===== src/rtl/dma2_pkg.sv =====
package dma2_pkg;
  // control word bit positions
  localparam int C_RUN    = 0;
  localparam int C_WORD   = 1;
  localparam int C_SSTEP  = 2;
  localparam int C_DSTEP  = 4;
  localparam int C_SIO    = 6;
  localparam int C_DIO    = 7;
  localparam int C_TCSTOP = 8;
  localparam int C_IRQEN  = 9;
  localparam int CTRL_W   = 10;

  // register indices within a channel
  localparam logic [1:0] REG_SRC = 2'd0;
  localparam logic [1:0] REG_DST = 2'd1;
  localparam logic [1:0] REG_CNT = 2'd2;
  localparam logic [1:0] REG_CTL = 2'd3;

  // pointer step codes
  localparam logic [1:0] STEP_INC = 2'b01;
  localparam logic [1:0] STEP_DEC = 2'b10;

  typedef enum logic [2:0] {
    S_IDLE, S_RD0, S_RD1, S_WR0, S_WR1, S_DONE
  } seq_state_t;
endpackage


===== src/rtl/dma2_sync.sv =====
module dma2_sync #(
  parameter int WIDTH  = 2,
  parameter int STAGES = 2
) (
  input  logic             clk,
  input  logic             rst_n,
  input  logic [WIDTH-1:0] d,
  output logic [WIDTH-1:0] q
);
  logic [STAGES-1:0][WIDTH-1:0] pipe;

  always_ff @(posedge clk or negedge rst_n) begin
    if (!rst_n) begin
      pipe <= '0;
    end else begin
      pipe[0] <= d;
      for (int s = 1; s < STAGES; s++) pipe[s] <= pipe[s-1];
    end
  end

  assign q = pipe[STAGES-1];
endmodule


===== src/rtl/dma2_chan.sv =====
module dma2_chan import dma2_pkg::*; #(
  parameter int ADDR_W = 20,
  parameter int CNT_W  = 16
) (
  input  logic              clk,
  input  logic              rst_n,
  input  logic              wr_en,
  input  logic [1:0]        idx,
  input  logic [ADDR_W-1:0] wr_data,
  output logic [ADDR_W-1:0] rd_data,
  input  logic              req_sync,
  input  logic              xfer_done,
  output logic              elig,
  output logic [ADDR_W-1:0] src_ptr,
  output logic [ADDR_W-1:0] dst_ptr,
  output logic              word,
  output logic              src_io,
  output logic              dst_io,
  output logic              irq
);
  logic [CNT_W-1:0]  count;
  logic [CTRL_W-1:0] ctrl;

  function automatic logic [ADDR_W-1:0] advance(input logic [ADDR_W-1:0] p,
                                                input logic [1:0] mode,
                                                input logic wsz);
    logic [ADDR_W-1:0] d;
    d = wsz ? ADDR_W'(2) : ADDR_W'(1);
    case (mode)
      STEP_INC: return p + d;
      STEP_DEC: return p - d;
      default:  return p;
    endcase
  endfunction

  always_ff @(posedge clk or negedge rst_n) begin
    if (!rst_n) begin
      src_ptr <= '0;
      dst_ptr <= '0;
      count   <= '0;
      ctrl    <= '0;
      irq     <= 1'b0;
    end else begin
      if (xfer_done) begin
        src_ptr <= advance(src_ptr, ctrl[C_SSTEP +: 2], ctrl[C_WORD]);
        dst_ptr <= advance(dst_ptr, ctrl[C_DSTEP +: 2], ctrl[C_WORD]);
        count   <= count - CNT_W'(1);
        if (ctrl[C_TCSTOP] && count == CNT_W'(1)) begin
          ctrl[C_RUN] <= 1'b0;
          if (ctrl[C_IRQEN]) irq <= 1'b1;
        end
      end
      // a register write in the same cycle takes precedence
      if (wr_en) begin
        case (idx)
          REG_SRC: src_ptr <= wr_data;
          REG_DST: dst_ptr <= wr_data;
          REG_CNT: count   <= wr_data[CNT_W-1:0];
          default: begin
            ctrl <= wr_data[CTRL_W-1:0];
            irq  <= 1'b0;
          end
        endcase
      end
    end
  end

  always_comb begin
    case (idx)
      REG_SRC: rd_data = src_ptr;
      REG_DST: rd_data = dst_ptr;
      REG_CNT: rd_data = ADDR_W'(count);
      default: rd_data = ADDR_W'(ctrl);
    endcase
  end

  assign elig   = ctrl[C_RUN] && req_sync && !(ctrl[C_TCSTOP] && count == '0);
  assign word   = ctrl[C_WORD];
  assign src_io = ctrl[C_SIO];
  assign dst_io = ctrl[C_DIO];
endmodule


===== src/rtl/dma2_seq.sv =====
module dma2_seq import dma2_pkg::*; #(
  parameter int NCH    = 2,
  parameter int ADDR_W = 20,
  parameter int DATA_W = 16
) (
  input  logic                        clk,
  input  logic                        rst_n,
  input  logic [NCH-1:0]              elig,
  input  logic [NCH-1:0][ADDR_W-1:0]  src_ptr,
  input  logic [NCH-1:0][ADDR_W-1:0]  dst_ptr,
  input  logic [NCH-1:0]              word,
  input  logic [NCH-1:0]              src_io,
  input  logic [NCH-1:0]              dst_io,
  output logic [NCH-1:0]              done_vec,
  output logic                        bus_req,
  input  logic                        bus_ack,
  output logic [ADDR_W-1:0]           bus_addr,
  output logic                        bus_io,
  output logic                        bus_word,
  output logic                        bus_wr,
  output logic [DATA_W-1:0]           bus_wdata,
  input  logic [DATA_W-1:0]           bus_rdata
);
  localparam int CH_W   = (NCH > 1) ? $clog2(NCH) : 1;
  localparam int BYTE_W = DATA_W / 2;

  seq_state_t        state;
  logic [CH_W-1:0]   cur, pick;
  logic [ADDR_W-1:0] a_src, a_dst;
  logic              x_word, x_sio, x_dio;
  logic [DATA_W-1:0] hold;

  // lowest channel index wins
  always_comb begin
    pick = '0;
    for (int i = NCH - 1; i >= 0; i--) if (elig[i]) pick = CH_W'(i);
  end

  always_ff @(posedge clk or negedge rst_n) begin
    if (!rst_n) begin
      state  <= S_IDLE;
      cur    <= '0;
      a_src  <= '0;
      a_dst  <= '0;
      x_word <= 1'b0;
      x_sio  <= 1'b0;
      x_dio  <= 1'b0;
      hold   <= '0;
    end else begin
      case (state)
        S_IDLE: if (|elig) begin
          cur    <= pick;
          a_src  <= src_ptr[pick];
          a_dst  <= dst_ptr[pick];
          x_word <= word[pick];
          x_sio  <= src_io[pick];
          x_dio  <= dst_io[pick];
          state  <= S_RD0;
        end
        S_RD0: if (bus_ack) begin
          if (!x_word) begin
            hold  <= {{BYTE_W{1'b0}}, bus_rdata[BYTE_W-1:0]};
            state <= S_WR0;
          end else if (a_src[0]) begin
            hold[BYTE_W-1:0] <= bus_rdata[BYTE_W-1:0];
            state <= S_RD1;
          end else begin
            hold  <= bus_rdata;
            state <= S_WR0;
          end
        end
        S_RD1: if (bus_ack) begin
          hold[DATA_W-1:BYTE_W] <= bus_rdata[BYTE_W-1:0];
          state <= S_WR0;
        end
        S_WR0: if (bus_ack) state <= (x_word && a_dst[0]) ? S_WR1 : S_DONE;
        S_WR1: if (bus_ack) state <= S_DONE;
        default: state <= S_IDLE;
      endcase
    end
  end

  always_comb begin
    bus_req   = 1'b0;
    bus_wr    = 1'b0;
    bus_io    = x_sio;
    bus_word  = 1'b0;
    bus_addr  = a_src;
    bus_wdata = '0;
    case (state)
      S_RD0: begin
        bus_req  = 1'b1;
        bus_word = x_word && !a_src[0];
      end
      S_RD1: begin
        bus_req  = 1'b1;
        bus_addr = a_src + ADDR_W'(1);
      end
      S_WR0: begin
        bus_req   = 1'b1;
        bus_wr    = 1'b1;
        bus_io    = x_dio;
        bus_addr  = a_dst;
        bus_word  = x_word && !a_dst[0];
        bus_wdata = (x_word && !a_dst[0]) ? hold
                                          : {{BYTE_W{1'b0}}, hold[BYTE_W-1:0]};
      end
      S_WR1: begin
        bus_req   = 1'b1;
        bus_wr    = 1'b1;
        bus_io    = x_dio;
        bus_addr  = a_dst + ADDR_W'(1);
        bus_wdata = {{BYTE_W{1'b0}}, hold[DATA_W-1:BYTE_W]};
      end
      default: ;
    endcase
  end

  always_comb begin
    done_vec = '0;
    if (state == S_DONE) done_vec[cur] = 1'b1;
  end
endmodule


===== src/rtl/dma2_engine.sv =====
module dma2_engine import dma2_pkg::*; #(
  parameter int ADDR_W      = 20,
  parameter int DATA_W      = 16,
  parameter int CNT_W       = 16,
  parameter int SYNC_STAGES = 2
) (
  input  logic              clk,
  input  logic              rst_n,
  input  logic [1:0]        drq,
  input  logic              cfg_wr,
  input  logic [2:0]        cfg_sel,
  input  logic [ADDR_W-1:0] cfg_wdata,
  output logic [ADDR_W-1:0] cfg_rdata,
  output logic              bus_req,
  input  logic              bus_ack,
  output logic [ADDR_W-1:0] bus_addr,
  output logic              bus_io,
  output logic              bus_word,
  output logic              bus_wr,
  output logic [DATA_W-1:0] bus_wdata,
  input  logic [DATA_W-1:0] bus_rdata,
  output logic [1:0]        irq
);
  localparam int NCH   = 2;
  localparam int SEL_W = 3;

  logic [NCH-1:0]             req_sync, elig, done_vec, word, src_io, dst_io;
  logic [NCH-1:0][ADDR_W-1:0] src_ptr, dst_ptr, rd_vec;

  dma2_sync #(.WIDTH(NCH), .STAGES(SYNC_STAGES)) u_sync (
    .clk(clk), .rst_n(rst_n), .d(drq), .q(req_sync)
  );

  for (genvar ch = 0; ch < NCH; ch++) begin : g_ch
    dma2_chan #(.ADDR_W(ADDR_W), .CNT_W(CNT_W)) u_chan (
      .clk      (clk),
      .rst_n    (rst_n),
      .wr_en    (cfg_wr && (cfg_sel[SEL_W-1] == ch[0])),
      .idx      (cfg_sel[1:0]),
      .wr_data  (cfg_wdata),
      .rd_data  (rd_vec[ch]),
      .req_sync (req_sync[ch]),
      .xfer_done(done_vec[ch]),
      .elig     (elig[ch]),
      .src_ptr  (src_ptr[ch]),
      .dst_ptr  (dst_ptr[ch]),
      .word     (word[ch]),
      .src_io   (src_io[ch]),
      .dst_io   (dst_io[ch]),
      .irq      (irq[ch])
    );
  end

  assign cfg_rdata = rd_vec[cfg_sel[SEL_W-1]];

  dma2_seq #(.NCH(NCH), .ADDR_W(ADDR_W), .DATA_W(DATA_W)) u_seq (
    .clk(clk), .rst_n(rst_n), .elig(elig), .src_ptr(src_ptr), .dst_ptr(dst_ptr),
    .word(word), .src_io(src_io), .dst_io(dst_io), .done_vec(done_vec),
    .bus_req(bus_req), .bus_ack(bus_ack), .bus_addr(bus_addr), .bus_io(bus_io),
    .bus_word(bus_word), .bus_wr(bus_wr), .bus_wdata(bus_wdata), .bus_rdata(bus_rdata)
  );
endmodule


===== config.mk =====
export PLATFORM = sky130hd
export DESIGN_NAME = dma2_engine
export DESIGN_NICKNAME = d
export VERILOG_FILES = /design/src/rtl/dma2_pkg.sv /design/src/rtl/dma2_sync.sv /design/src/rtl/dma2_chan.sv /design/src/rtl/dma2_seq.sv /design/src/rtl/dma2_engine.sv
export SDC_FILE = /design/constraint.sdc
export NUM_CORES = 1
export LEC_CHECK = 0
export CORE_MARGIN = 2
export CORE_UTILIZATION = 27
export CTS_CLUSTER_DIAMETER = 200
export DETAILED_ROUTE_END_ITERATION = 16
export GPL_TIMING_DRIVEN = 0
export HOLD_SLACK_MARGIN = 0.12
export PLACE_DENSITY = 0.51
export SLEW_MARGIN = 10
export SYNTH_ARGS = -nofsm -noshare
export SYNTH_HDL_FRONTEND = slang
export SYNTH_HIERARCHICAL = 1
export SYNTH_SLANG_ARGS = --single-unit

===== constraint.sdc =====
create_clock -name clk -period 5.37 [get_ports clk]
set_input_delay 1.074 -clock clk [delete_from_list [all_inputs] [get_ports clk]]
set_output_delay 1.074 -clock clk [all_outputs]
set_load 0.02 [all_outputs]

==> summary.txt <==
Wirelength per Cell: 24.7 um
number of filler cells placed in the layout: 6912
Period minus WS final: 5240 ps
end of the critical path: bus_addr[16]
floorplan die area: 68000 um2
slowest cell delay on critical path: 440 ps
Worst path depth: 14
total routed wirelength: 79800 um
Starting Density: 27.2%
worst setup path class: flop to output pin
post-synthesis register bit count: 201
post-synth design cell area: 17800 um2
number of cells traversed by the worst register-to-register path: 14
share of synthesized registers carrying an async set or reset: 100%
final hold vios: 0
leading area contributor after synthesis: dfrtp_1
logic gate share of total power: 56.7%
worst-case clock buffer depth: 3
clock share of power: 15.9%
total power draw: 0.0113 W
Max-slew headroom: 36.9%
launch point of the worst path: u_seq/state[0]
number of buffers added by the clock tree synthesis step: 26
total power divided by cell area: 538 nW/um2
cells traversed along the worst timing path: buf_4 -> or3b_1 -> buf_6 -> clkbuf_2 -> clkbuf_4 -> o21ai_0 -> ha_2 -> nand3_1 -> nor3_4 -> nor3_1 -> o21ai_1 -> o22ai_1 -> nor4_2 -> buf_2
sort of element at the end of the critical path: output pin
final-stage net count: 2416
placed wire-length estimate: 60100 um
clock net sink count: 201
fraction of layout instances using a drive strength above 1: 11.2%
final period utilization: 97.7%
final hold slack: 349 ps
placed inst area: 20000 um2
hold buffer count at cts: 0
highest ir drop seen on vdd: 0.000228 V
CP Data Arrival Time: 4170 ps
cell with the largest stage delay on the worst path: nor4_2
ANT nets after route: 0
global-route wire length before repair: 117000 um
startpoint type of the worst setup path: flop
number of rows in the core area: 94
Clock Root Buffer: clkbuf_16
instance count of the mapped netlist: 2210
syn_nets: 2280
area occupied by multi-input gates: 11600 um2
total non-filler cell area in the finished layout: 20900 um2
routed vias: 18600
terminus of the critical flop-to-flop path: g_ch[0].u_chan/dst_ptr[13]
grt total ovfl: 0
number of I/O port buffers: 104
clock latency of the later-clocked register in the worst-skew pair: 580 ps
Post-synth EDFFs: 0
I/O Pins: 107
main area contributors after synthesis: dfrtp_1 (28%), o21ai_0 (5.1%), nand2_1 (4.9%)
number of antenna violations at the first check in global routing: 2
post-synth top area share: 28.2%
Least-Margin Pin Slew: 944 ps
count of synthesis-stage warnings from yosys: 6
width of the die: 261 um
Clock Skew: 50.7 ps
Pint: 0.00563 W
Net Sw Power: 0.00563 W
post-detailed-route via-to-cell ratio: 5.77
# setup viols final: 0
met3 global-route usage: 3.31%
die span in y: 261 um
M2 GR Usage: 35.9%
Crit Path Max Fanout: 10
DRC errors left: 0
grt met1 use: 32.0%
required time of the critical path: 4300 ps
switching part of the total: 50.0%
total leakage power: 7.78 nW
area growth from synthesis to layout: 17.5%
GRT Util Overall: 22.8%
Final Non-Filler Cells: 3228
Core Footprint: 65500 um2
number of buffer and inverter stages on the critical path: 5
Hold/Removal Path Class: flop to flop
share of the yosys chip area belonging to registers: 28.2%
cell family contributing the most delay on the critical path: simple AND/OR/NAND/NOR gates
length of the first detailed-routing pass in iterations: 6
synth unique cells: 111
busiest metal layer after global routing: met2
area taken by flip-flops and latches: 5030 um2
clock tree from TritonCTS: yes
average instance area after synthesis: 8.06 um2
maximum clock frequency: 191 MHz
max_cap viols: 0
final RePlAce weighted congestion: 0.948
largest net degree at the start of global routing: 103
Seq pwr share: 27.4%
Top FF cell, synth: dfrtp_1
starting DRC count in detailed routing: 2285
final sum of negative setup slack: 0 ps
slack of the worst reg-to-reg path: 850 ps
via count of the first global-routing pass: 17700
Final Slew Violations: 0
final antenna diode count: 0
Max H-tree Level: 1
status: completed
Inst Count DP: 3180
clock transition at the registers of the reported paths: 60 ps
worst hold path cell count: 0
reg-to-reg startpoint: g_ch[0].u_chan/ctrl[4]
## kinds of logic after synthesis
group                      count (synthesis)  synth area share, %
adders and majority gates                 25                 1.93
DFF                                      201                 28.2
AOI/OAI and AO/OA                        613                 22.4
xor gates and xnor gates                 121                 5.95
buffers and inverters                    248                 7.00
and+or+nand+nor                          846                 23.9
muxes                                    156                 10.6
## registers in the layout, summed over array words and instances, names as in the netlist, 3 cells and up
| register | flops |
|---|---|
| g_ch.u_chan/dst_ptr | 40 |
| g_ch.u_chan/count | 32 |
| g_ch.u_chan/src_ptr | 40 |
| u_seq/state | 3 |
| g_ch.u_chan/ctrl | 20 |
| u_seq/a_dst | 20 |
| u_seq/a_src | 20 |
| u_seq/hold | 16 |
## synth_stat cells, types with 13 or more instances
cell,instances
a21oi_1,119
dfrtp_1,201
nor2_1,215
nand4_1,13
a31oi_1,45
ha_1,21
mux2i_1,83
buf_6,13
o22ai_1,22
nand2b_1,14
xnor2_1,89
mux4_2,19
xor2_1,32
o21ai_1,28
clkbuf_8,13
and3_1,21
or3_1,43
o21ai_0,181
nor4_1,29
a211oi_1,15
inv_1,46
nor2b_1,27
and2_1,20
nor3_1,65
o31a_1,13
a32oi_1,15
buf_2,36
mux2_2,51
nand2_1,233
nand3_1,74
clkbuf_1,114
o211ai_1,13
## final cells by class
cell class / instances / area share, %
multi-input cells: 1761 / 55.4
flip-flops and latches: 201 / 24.0
repair buffers: 108 / 5.22
well taps: 864 / 5.16
plain buffers: 198 / 5.08
clock buffers: 34 / 3.54
inverters: 50 / 0.897
clock inverters: 12 / 0.652
## placed cells by master, fill, tap and decap left out, types with 74 or more instances in the layout
| cell type | n |
|---|---|
| nand2_1 | 233 |
| dfrtp_1 | 201 |
| mux2i_1 | 83 |
| o21ai_0 | 180 |
| nor2_1 | 214 |
| clkbuf_1 | 114 |
| a21oi_1 | 119 |
| nand3_1 | 74 |
| clkdlybuf4s50_1 | 96 |
| xnor2_1 | 89 |
## worst min-delay path by stage
stage | start | endpoint | slack [ps]
final | u_sync/pipe[0] | u_sync/q[0] | 350
after global routing | u_sync/pipe[0] | u_sync/q[0] | 360
after CTS | u_sync/pipe[0] | u_sync/q[0] | 350
after detailed placement | u_sync/pipe[0] | u_sync/q[0] | 340
after global placement | u_sync/pipe[0] | u_sync/q[0] | 330
after floorplan | u_sync/pipe[0] | u_sync/q[0] | 330
## layer usage
layer / share of wire (%) / vias to the layer above
li1: - / 8319
met1: 44 / 9188
met2: 44 / 939
met3: 8.7 / 165
met4: 3.6 / 2
met5: 0.016 / -
## power groups by stage
stage	combinational (W)	sequential, W	clock [W]
global route	0.00683	0.00315	0.00189
floorplan	0.00417	0.00258	0
finish	0.00638	0.00309	0.00179
global placement	0.00617	0.00307	0
CTS	0.00624	0.00306	0.00183
detailed placement	0.00622	0.00309	0
## through the flow
stage / setup WS, ps / util (%)
floorplan: 733 / -
global placement: -5790 / 30.4
detailed placement: -687 / 30.5
CTS: 4.08 / 31.9
global route: -9.19 / 32.0
finish: 125 / 32.0
## worst register-to-register path, delay by kind of cell (launching register included)
| kind | cells | cell delay [ps] |
|---|---|---|
| buf+inv | 4 | 1430 |
| simple gates | 3 | 700 |
| compound gates | 5 | 1600 |
| fa+ha+maj | 2 | 350 |
| flops | 1 | 380 |
## timing repair
action	CTS	global route
buffers inserted	1	1
resized for setup	20	16
endpoints found under the hold margin	0	0
gates cloned	0	0
endpoints found under the setup margin	7	7
pin swaps	2	3
(Power assumes the default switching activity.)
